**src/rtl/serial_rx_pkg.sv**
```systemverilog
package serial_rx_pkg;

  typedef enum logic {
    RX_HUNT  = 1'b0,
    RX_FRAME = 1'b1
  } rx_state_e;

  function automatic logic vote3(input logic a, input logic b, input logic c);
    return (a & b) | (a & c) | (b & c);
  endfunction

endpackage

```
**src/rtl/rx_line_sync.sv**
```systemverilog
module rx_line_sync #(
  parameter int STAGES    = 2,
  parameter bit RESET_VAL = 1'b1
) (
  input  logic clk,
  input  logic rst,
  input  logic din,
  output logic dout
);
  logic [STAGES-1:0] chain_q;

  generate
    if (STAGES == 1) begin : g_single
      always_ff @(posedge clk) begin
        if (rst) chain_q <= RESET_VAL;
        else     chain_q <= din;
      end
    end else begin : g_multi
      always_ff @(posedge clk) begin
        if (rst) chain_q <= {STAGES{RESET_VAL}};
        else     chain_q <= {chain_q[STAGES-2:0], din};
      end
    end
  endgenerate

  assign dout = chain_q[STAGES-1];
endmodule

```
**src/rtl/rx_rt_sampler.sv**
```systemverilog
module rx_rt_sampler
  import serial_rx_pkg::*;
#(
  parameter int OSR = 16
) (
  input  logic clk,
  input  logic rst,
  input  logic tick,
  input  logic run,
  input  logic restart,
  input  logic din,
  output logic bit_end,
  output logic bit_vote,
  output logic bit_adv
);
  localparam int CW    = $clog2(OSR + 1);
  localparam int SMP_A = OSR / 2;
  localparam int SMP_B = SMP_A + 1;
  localparam int SMP_C = SMP_A + 2;

  logic [CW-1:0] rt_q;
  logic [CW-1:0] rt_now;
  logic          s_a_q, s_b_q;
  logic          active;

  assign rt_now = (rt_q == CW'(OSR)) ? CW'(1) : rt_q + CW'(1);
  assign active = tick && run && !restart;

  always_ff @(posedge clk) begin
    if (rst) begin
      rt_q  <= '0;
      s_a_q <= 1'b1;
      s_b_q <= 1'b1;
    end else if (tick) begin
      if (restart) begin
        rt_q <= CW'(1);
      end else if (run) begin
        rt_q <= rt_now;
        if (rt_now == CW'(SMP_A)) s_a_q <= din;
        if (rt_now == CW'(SMP_B)) s_b_q <= din;
      end
    end
  end

  assign bit_end  = active && (rt_now == CW'(SMP_C));
  assign bit_adv  = active && (rt_now == CW'(1));
  assign bit_vote = vote3(s_a_q, s_b_q, din);
endmodule

```
**src/rtl/rx_idle_timer.sv**
```systemverilog
module rx_idle_timer #(
  parameter int LIMIT = 160
) (
  input  logic clk,
  input  logic rst,
  input  logic tick,
  input  logic hunting,
  input  logic line,
  input  logic clear,
  output logic idle
);
  localparam int CW = $clog2(LIMIT + 1);

  logic [CW-1:0] cnt_q;

  always_ff @(posedge clk) begin
    if (rst || clear) begin
      cnt_q <= '0;
      idle  <= 1'b0;
    end else if (tick && hunting) begin
      if (line) begin
        if (cnt_q != CW'(LIMIT)) cnt_q <= cnt_q + CW'(1);
        idle <= (cnt_q >= CW'(LIMIT - 1));
      end else begin
        cnt_q <= '0;
        idle  <= 1'b0;
      end
    end
  end
endmodule

```
**src/rtl/serial_rx_frame.sv**
```systemverilog
module serial_rx_frame
  import serial_rx_pkg::*;
#(
  parameter int OSR         = 16,
  parameter int DATA_W      = 9,
  parameter int IDLE_BITS   = 10,
  parameter int SYNC_STAGES = 2
) (
  input  logic              clk,
  input  logic              rst,
  input  logic              rt_tick,
  input  logic              rxd,
  input  logic              cfg_nine,
  input  logic              cfg_two_stop,
  output logic [DATA_W-1:0] rx_data,
  output logic              rx_valid,
  output logic              rx_frame_err,
  output logic              rx_idle
);
  localparam int IW         = $clog2(DATA_W + 4);
  localparam int IDLE_LIMIT = IDLE_BITS * OSR;

  rx_state_e         state_q;
  logic              line;
  logic              armed_q;
  logic [IW-1:0]     bit_idx_q;
  logic              nine_q, two_q;
  logic              ferr_acc_q;
  logic [DATA_W-1:0] shift_q;
  logic [IW-1:0]     n_data, last_idx;
  logic              start_det;
  logic              bit_end, bit_vote, bit_adv;

  rx_line_sync #(.STAGES(SYNC_STAGES), .RESET_VAL(1'b1)) u_sync (
    .clk (clk),
    .rst (rst),
    .din (rxd),
    .dout(line)
  );

  assign start_det = rt_tick && (state_q == RX_HUNT) && armed_q && !line;

  rx_rt_sampler #(.OSR(OSR)) u_sampler (
    .clk     (clk),
    .rst     (rst),
    .tick    (rt_tick),
    .run     (state_q == RX_FRAME),
    .restart (start_det),
    .din     (line),
    .bit_end (bit_end),
    .bit_vote(bit_vote),
    .bit_adv (bit_adv)
  );

  rx_idle_timer #(.LIMIT(IDLE_LIMIT)) u_idle (
    .clk    (clk),
    .rst    (rst),
    .tick   (rt_tick),
    .hunting(state_q == RX_HUNT),
    .line   (line),
    .clear  (start_det),
    .idle   (rx_idle)
  );

  assign n_data   = nine_q ? IW'(DATA_W) : IW'(DATA_W - 1);
  assign last_idx = n_data + (two_q ? IW'(2) : IW'(1));

  always_ff @(posedge clk) begin
    if (rst) begin
      state_q      <= RX_HUNT;
      armed_q      <= 1'b0;
      bit_idx_q    <= '0;
      nine_q       <= 1'b0;
      two_q        <= 1'b0;
      ferr_acc_q   <= 1'b0;
      shift_q      <= '0;
      rx_data      <= '0;
      rx_valid     <= 1'b0;
      rx_frame_err <= 1'b0;
    end else begin
      rx_valid <= 1'b0;
      if (rt_tick) begin
        case (state_q)
          RX_HUNT: begin
            if (start_det) begin
              state_q    <= RX_FRAME;
              bit_idx_q  <= '0;
              nine_q     <= cfg_nine;
              two_q      <= cfg_two_stop;
              ferr_acc_q <= 1'b0;
            end else begin
              armed_q <= line;
            end
          end
          RX_FRAME: begin
            if (bit_adv) bit_idx_q <= bit_idx_q + IW'(1);
            if (bit_end) begin
              if (bit_idx_q == '0) begin
                if (bit_vote) begin
                  state_q <= RX_HUNT;
                  armed_q <= 1'b1;
                end
              end else if (bit_idx_q <= n_data) begin
                shift_q <= {bit_vote, shift_q[DATA_W-1:1]};
              end else begin
                if (!bit_vote) ferr_acc_q <= 1'b1;
                if (bit_idx_q == last_idx) begin
                  state_q      <= RX_HUNT;
                  armed_q      <= bit_vote;
                  rx_valid     <= 1'b1;
                  rx_frame_err <= ferr_acc_q | !bit_vote;
                  rx_data      <= nine_q ? shift_q : {1'b0, shift_q[DATA_W-1:1]};
                end
              end
            end
          end
          default: state_q <= RX_HUNT;
        endcase
      end
    end
  end
endmodule

```
**config.mk**
```make
export PLATFORM = sky130hd
export DESIGN_NAME = serial_rx_frame
export DESIGN_NICKNAME = d
export VERILOG_FILES = /design/src/rtl/serial_rx_pkg.sv /design/src/rtl/rx_line_sync.sv /design/src/rtl/rx_rt_sampler.sv /design/src/rtl/rx_idle_timer.sv /design/src/rtl/serial_rx_frame.sv
export SDC_FILE = /design/constraint.sdc
export NUM_CORES = 1
export LEC_CHECK = 0
export BUFFER_PORTS_ARGS = -buffer_cell sky130_fd_sc_hd__buf_2
export CAP_MARGIN = 10
export CORE_ASPECT_RATIO = 2
export CORE_MARGIN = 4
export CORE_UTILIZATION = 30
export DETAILED_ROUTE_END_ITERATION = 10
export GPL_TIMING_DRIVEN = 1
export PLACE_DENSITY = 0.43
export SETUP_SLACK_MARGIN = 0.05
export SYNTH_ARGS = -nofsm -noshare
export SYNTH_HDL_FRONTEND = slang
export SYNTH_SLANG_ARGS = --single-unit
export TNS_END_PERCENT = 10
```
**constraint.sdc**
```tcl
create_clock -name clk -period 2.5 [get_ports clk]
set_clock_uncertainty 0.2 [all_clocks]
set_input_delay 0.375 -clock clk [delete_from_list [all_inputs] [get_ports clk]]
set_output_delay 0.375 -clock clk [all_outputs]
set_load 0.01 [all_outputs]
```
Yosys cells after proc, flatten, opt, wreduce, memory -nomap -nowiden --
Cells that the tools add are included.
Word-level totals: word-level logic and storage cells 109, output and inout bits 12, register bits 47, bits of input ports 6
Operators by class: reductions and logical operators 24, multiplexer cells 33, equality and inequality tests 18, add/sub/neg operators 4, bitwise gates (word level) 12, order comparisons 2
Operators by type and width (number):
- two-way mux 1 bit | 20
- AND reduction 6 bit | 3
- two-way mux 8 bit | 2
- equality test 5 x 4 -> 1 bit, second input constant | 3
- two-way mux 5 bit | 3
- inequality test 2 bit, second input constant | 5
- two-way mux 9 bit | 1
- adder 8 x 1 -> 8 bit, second input constant | 1
- greater-or-equal comparator 8 bit, second input constant | 1
- two-way mux 4 bit | 2
- inequality test 8 bit, second input constant | 1
- case mux 4 bit (2 select lines) | 1
- AND reduction 4 bit | 2
- logical AND 1 bit | 7
- inequality test 2 x 1 -> 1 bit, second input constant | 3
- inequality test 3 bit, second input constant | 2
- NOT 1 bit | 6
- case mux 1 bit (2 select lines) | 3
- AND reduction 3 bit | 2
- OR reduction 6 bit | 1
- adder 5 x 1 -> 5 bit, second input constant | 1
- equality test 5 x 1 -> 1 bit, second input constant | 1
- equality test 5 bit, second input constant | 1
- AND reduction 5 bit | 1
- other kinds (13) | 20

Longest topological paths before layout --
word-level depth 9, depth in mapped cells 10, depth with buffers taken out 7

By module --
From an unflattened synthesis, not the netlist that was laid out.
Second synthesis, totals: cells, all modules 278, area, all modules 2481.1 um2
By module, submodules not included:
- serial_rx_frame | instances 1, seq. area each 580.6 um2, area an instance 1357.6 um2, cells an instance 147
- rx_idle_timer | instances 1, seq. area each 180.2 um2, area an instance 558.0 um2, cells an instance 66
- rx_rt_sampler | instances 1, seq. area each 140.1 um2, area an instance 513.0 um2, cells an instance 61
- rx_line_sync | instances 1, seq. area each 40.0 um2, area an instance 52.6 um2, cells an instance 4

Worst setup path before layout --
No wires, ideal clock.
kind reg2reg, start register nine_q, end register rx_data[8], path slack 0.096 ns, stages on the path, launching flop included 11, data required time 2.230 ns, buffers on the path 3, setup time 0.070 ns, arrival 2.134 ns, clock period less this slack 2.404 ns, cell sequence dfxtp_1 -> clkbuf_1 -> inv_1 -> ha_1 -> xnor2_1 -> nor2_1 -> and4_1 -> buf_6 -> buf_6 -> nand4_1 -> a21oi_1
Between the ends: word-level cells in the longest chain between the ends 4, elaborated cells between the ends (all ways) 7, classes of those cells 1 x add/sub; 1 x order compare; 1 x eq/ne; 2 x mux; 1 x bitwise; 1 x reduce/logical
RTL lines:
- from (decl) | RTL line serial_rx_frame.sv:27 | logic nine_q, two_q;
- from (signal assigned) | RTL line serial_rx_frame.sv:88 | nine_q <= cfg_nine;
- two-way mux 1 bit | RTL line serial_rx_frame.sv:65 | assign n_data = nine_q ? IW'(DATA_W) : IW'(DATA_W - 1);
- adder 4 x 2 -> 4 bit / <= comparator 4 bit (equally long branches) | RTL line serial_rx_frame.sv:66, serial_rx_frame.sv:103
- equality test 4 bit / NOT 1 bit (equally long branches)
- AND reduction 6 bit (no source line)
- to (signal assigned) | RTL line serial_rx_frame.sv:112 | rx_data <= nine_q ? shift_q : {1'b0, shift_q[DATA_W-1:1]};
- to (decl) | RTL line serial_rx_frame.sv:15 | output logic [DATA_W-1:0] rx_data,
Parallel ways exist; a longest one is shown, timed or not. A chain may end at the register's enable or synchronous reset.

Worst setup path after layout --
start register u_sampler.rt_q[1], end register bit_idx_q[0]
Between the ends: word-level cells in the longest chain between the ends 6, elaborated cells between the ends (all ways) 7, classes of those cells 1 x add/sub; 3 x eq/ne; 1 x mux; 2 x reduce/logical
RTL lines:
- from (decl) | RTL line rx_rt_sampler.sv:21 | logic [CW-1:0] rt_q;
- from (signal assigned) | RTL line rx_rt_sampler.sv:38 | rt_q <= rt_now;
- adder 5 x 1 -> 5 bit / equality test 5 bit (equally long branches) | RTL line rx_rt_sampler.sv:26 | assign rt_now = (rt_q == CW'(OSR)) ? CW'(1) : rt_q + CW'(1);
- two-way mux 5 bit (*) | RTL line rx_rt_sampler.sv:26
- equality test 5 x 1 -> 1 bit (*) | RTL line rx_rt_sampler.sv:46 | assign bit_adv = active && (rt_now == CW'(1));
- logical AND 1 bit (*) | RTL line rx_rt_sampler.sv:46
- inequality test 2 x 1 -> 1 bit (no source line) (*)
- AND reduction 3 bit (no source line) (*)
- to (signal assigned) | RTL line serial_rx_frame.sv:96 | if (bit_adv) bit_idx_q <= bit_idx_q + IW'(1);
- to (decl) | RTL line serial_rx_frame.sv:26 | logic [IW-1:0] bit_idx_q;
Every way passes the cells marked *; elsewhere a longest branch is shown, timed or not.

==> impl_results.rst <==
.. list-table::
   :header-rows: 1

   * - Metric
     - Value
   * - Total number of nets in the final design
     - between 300 and 400
   * - Wire length after detailed routing
     - 6.65 mm
   * - Post-DP HPWL
     - just under 5 mm
   * - Placed cell count
     - 400
   * - Number of global-route vias before repair
     - roughly 2200
   * - Crit path capture type
     - register
   * - Count of final setup violators
     - 0
   * - TritonCTS clock tree
     - yes
   * - Antenna Diode Count
     - 0
   * - Fraction of synthesis flops using an asynchronous set or reset pin
     - 0%
   * - Horizontal die dimension
     - around 74 um
   * - Arr. time, crit path
     - between 2 and 2.5 ns
   * - Largest area contributor in the netlist
     - dfxtp_1
   * - Critical path data required time
     - 2.53 ns
   * - Number of clock buffers inserted by TritonCTS
     - 5
   * - P&R area growth vs syn
     - 12.9%
   * - Overall track demand over capacity in global routing
     - a little over an eighth
   * - # resized after CTS
     - 0
   * - Starting density of the core
     - between 30% and 40%
   * - Vias per cell
     - between 5 and 6
   * - Number of buffers between clock root and the deepest sink
     - 2
   * - Clock root buffer
     - clkbuf_16
   * - Fmax
     - between 0.4 and 0.5 GHz
   * - Pre-CTS WS
     - between 0.15 and 0.2 ns
   * - Ys flop type
     - dfxtp_1
   * - Finished Core Util
     - about a third
   * - Maximum number of pins on one net before global-route repair
     - 28
   * - Port-buffer cells
     - 17
   * - Critical path class
     - register to register
   * - Clock insertion delay at the later pin of the skew report
     - roughly 0.30 ns
   * - Final Critical Period
     - between 2 and 2.5 ns
   * - Antenna violations before repair
     - 0
   * - Total power draw
     - 1.60 mW
   * - Drt wl/cell
     - approximately 16 um
   * - Clock-pin slew reported for the worst setup and hold paths after clock tree synthesis
     - 0.08 ns
   * - Number of nets produced by synthesis
     - between 300 and 400
   * - Fin cells
     - about 410
   * - Aggregate global routing overflow
     - 0
   * - Synth unique cells
     - 54
   * - Critical-path maximum fanout
     - 8
   * - Full die area
     - 0.0102 mm^2
   * - Startpoint type of the worst setup path
     - register
   * - Total number of H-tree levels
     - 2
   * - RePlAce Congestion
     - roughly 0.80
   * - Clock sink count
     - 47
   * - Leading cell types by total area after synthesis
     - dfxtp_1, a21oi_1, ha_1, mux2i_1, nand2_1
   * - Commonest non-fill, non-tap cell in the layout
     - dfxtp_1
   * - Count of filler cells inserted in the layout
     - between 800 and 900
   * - Share of post-route cells with drive strength above 1
     - a little under a fifth
   * - Commonest cells after routing, fill and taps aside
     - dfxtp_1, a21oi_1, nand2_1, nor2_1
   * - Final count of hold timing violations
     - 0
   * - Top-Level Pins
     - 18
   * - Setup ws final
     - 0.202 ns
   * - Seq/Total Area, Yosys
     - between 30% and 40%
   * - Count of hold buffers inserted by post-cts repair
     - 0
   * - Cells after synthesis
     - a little under 300
   * - Slew at the pin closest to its max-slew limit
     - approximately 0.6 ns
   * - Final Cycle Share
     - between 90% and 100%
   * - DRC violations left
     - 0
   * - Total count of max-transition violations in the final report
     - 0
   * - Number of flops mapped to enable cells by yosys
     - 0
   * - Outcome
     - completed
   * - Total Neg Setup Slack
     - 0 ns
   * - Largest vdd supply drop
     - 347 uV
   * - Detail Route Antenna Nets
     - 0
   * - Leakage power total
     - approximately 1.1 nW
   * - Power Density
     - approximately 550 mW/mm^2
   * - Total of warnings raised by yosys
     - 0
   * - Vertical die dimension
     - around 140 um
   * - CORE AREA
     - about 0.0084 mm^2
   * - Worst hold path type
     - input port to register
   * - Number of max-capacitance violations reported
     - 0
   * - First-pass GRT wire length
     - about 11 mm
   * - Worst slew margin relative to its limit
     - slightly below 60%
   * - Fraction of post-synthesis cell area in the top cell type by area
     - about 37%
   * - Number of cell rows
     - 47
   * - RSZ-0062 raised after global routing
     - true
   * - Initial DRT Pass Iterations
     - 4
   * - Buffers inserted during post-CTS setup optimization
     - 0
   * - Mean cell area of the mapped netlist
     - between 8 and 9 um^2
   * - Mapped Area
     - approximately 0.0026 mm^2
   * - Total of flip-flops plus latches after synthesis
     - 47
   * - Total number of vias
     - 2167
   * - First DRT Iteration DRCs
     - 63
==> cell type report <==
type                    instances  area (um^2)  area share (%)
clock inverters                 3         43.8            1.51
flip-flops and latches         47          942            32.4
inverters                      10         37.5            1.29
repair buffers                 27          160            5.51
well taps                      98          123            4.22
clock buffers                   5          125            4.30
multi-input cells             219         1480            50.8
==> synthesized netlist by cell type, types with 2 or more instances <==
library cell	n
a211oi_1	2
a21oi_1	32
a21oi_2	2
a311oi_1	3
a311oi_2	5
a31oi_1	5
and3_1	4
buf_2	4
buf_6	5
clkbuf_1	8
dfxtp_1	47
ha_1	11
inv_1	10
mux2i_1	11
nand2_1	24
nand2_2	2
nand2b_1	3
nand3_1	17
nand4_1	6
nor2_1	20
nor3_1	7
nor3b_1	3
nor4b_1	2
o2111ai_1	2
o21a_1	2
o21ai_0	16
o221ai_1	2
or2_2	2
or3_1	4
xnor2_1	3
xor2_1	8
==> power by group <==
group / total, mW / internal (mW) / switching, mW
combinational: 0.0645 / 0.0227 / 0.0418
sequential: 0.762 / 0.756 / 0.00643
clock: 0.776 / 0.472 / 0.304
==> routing by layer <==
metal | wire, um | vias to the layer above | GRT usage [%] | share of wire [%]
li1 | - | 1094 | - | -
met1 | 2320 | 1023 | 12.4 | 35
met2 | 3910 | 35 | 26.3 | 59
met3 | 215 | 15 | 2.32 | 3.2
met4 | 208 | 0 | 6.21 | 3.1
met5 | 0 | - | 0 | 0
==> cells by family after synthesis <==
family,synth area share [%]
AOI/OAI and AO/OA,21.6
xor gates and xnor gates,3.74
adders and majority gates,5.73
buffers and inverters,6.61
DFF,36.5
muxes,5.15
and+or+nand+nor,20.7
==> worst paths after layout <==
check                      end         startpoint  depth (start not counted)  slack [ns]
max               bit_idx_q[0]  u_sampler.rt_q[1]                          6        0.20
min          u_sync.chain_q[0]                rxd                          2        0.07
max reg2reg       bit_idx_q[0]  u_sampler.rt_q[1]                          6        0.20
min reg2reg  u_sync.chain_q[1]  u_sync.chain_q[0]                          1        0.21
==> flip-flops by register name, summed over array words and instances (netlist names) <==
signal / flops
two_q: 1
u_sampler.rt_q: 5
u_sampler.s_b_q: 1
ferr_acc_q: 1
u_idle.cnt_q: 8
bit_idx_q: 4
u_sync.chain_q: 2
rx_data: 9
nine_q: 1
rx_frame_err: 1
rx_valid: 1
u_sampler.s_a_q: 1
shift_q: 9
armed_q: 1
state_q: 1
u_idle.idle: 1
==> critical path, stage by stage, from the launching register on <==
cell and delay, ns:
dfxtp_1 0.45, ha_1 0.34, and2b_1 0.22, a21oi_1 0.22, o2111ai_1 0.29, or3_1 0.38
a31oi_1 0.15
==> through the flow <==
stage	hold slack (ns)	instance area, um^2
3_5_place_dp	0.198	2730
4_1_cts	0.0606	2900
6_report	0.0661	2910
2_1_floorplan	0.189	2580
3_3_place_gp	0.200	2730
5_1_grt	0.0816	2910
Note: power is estimated with default switching activity, not from simulation.
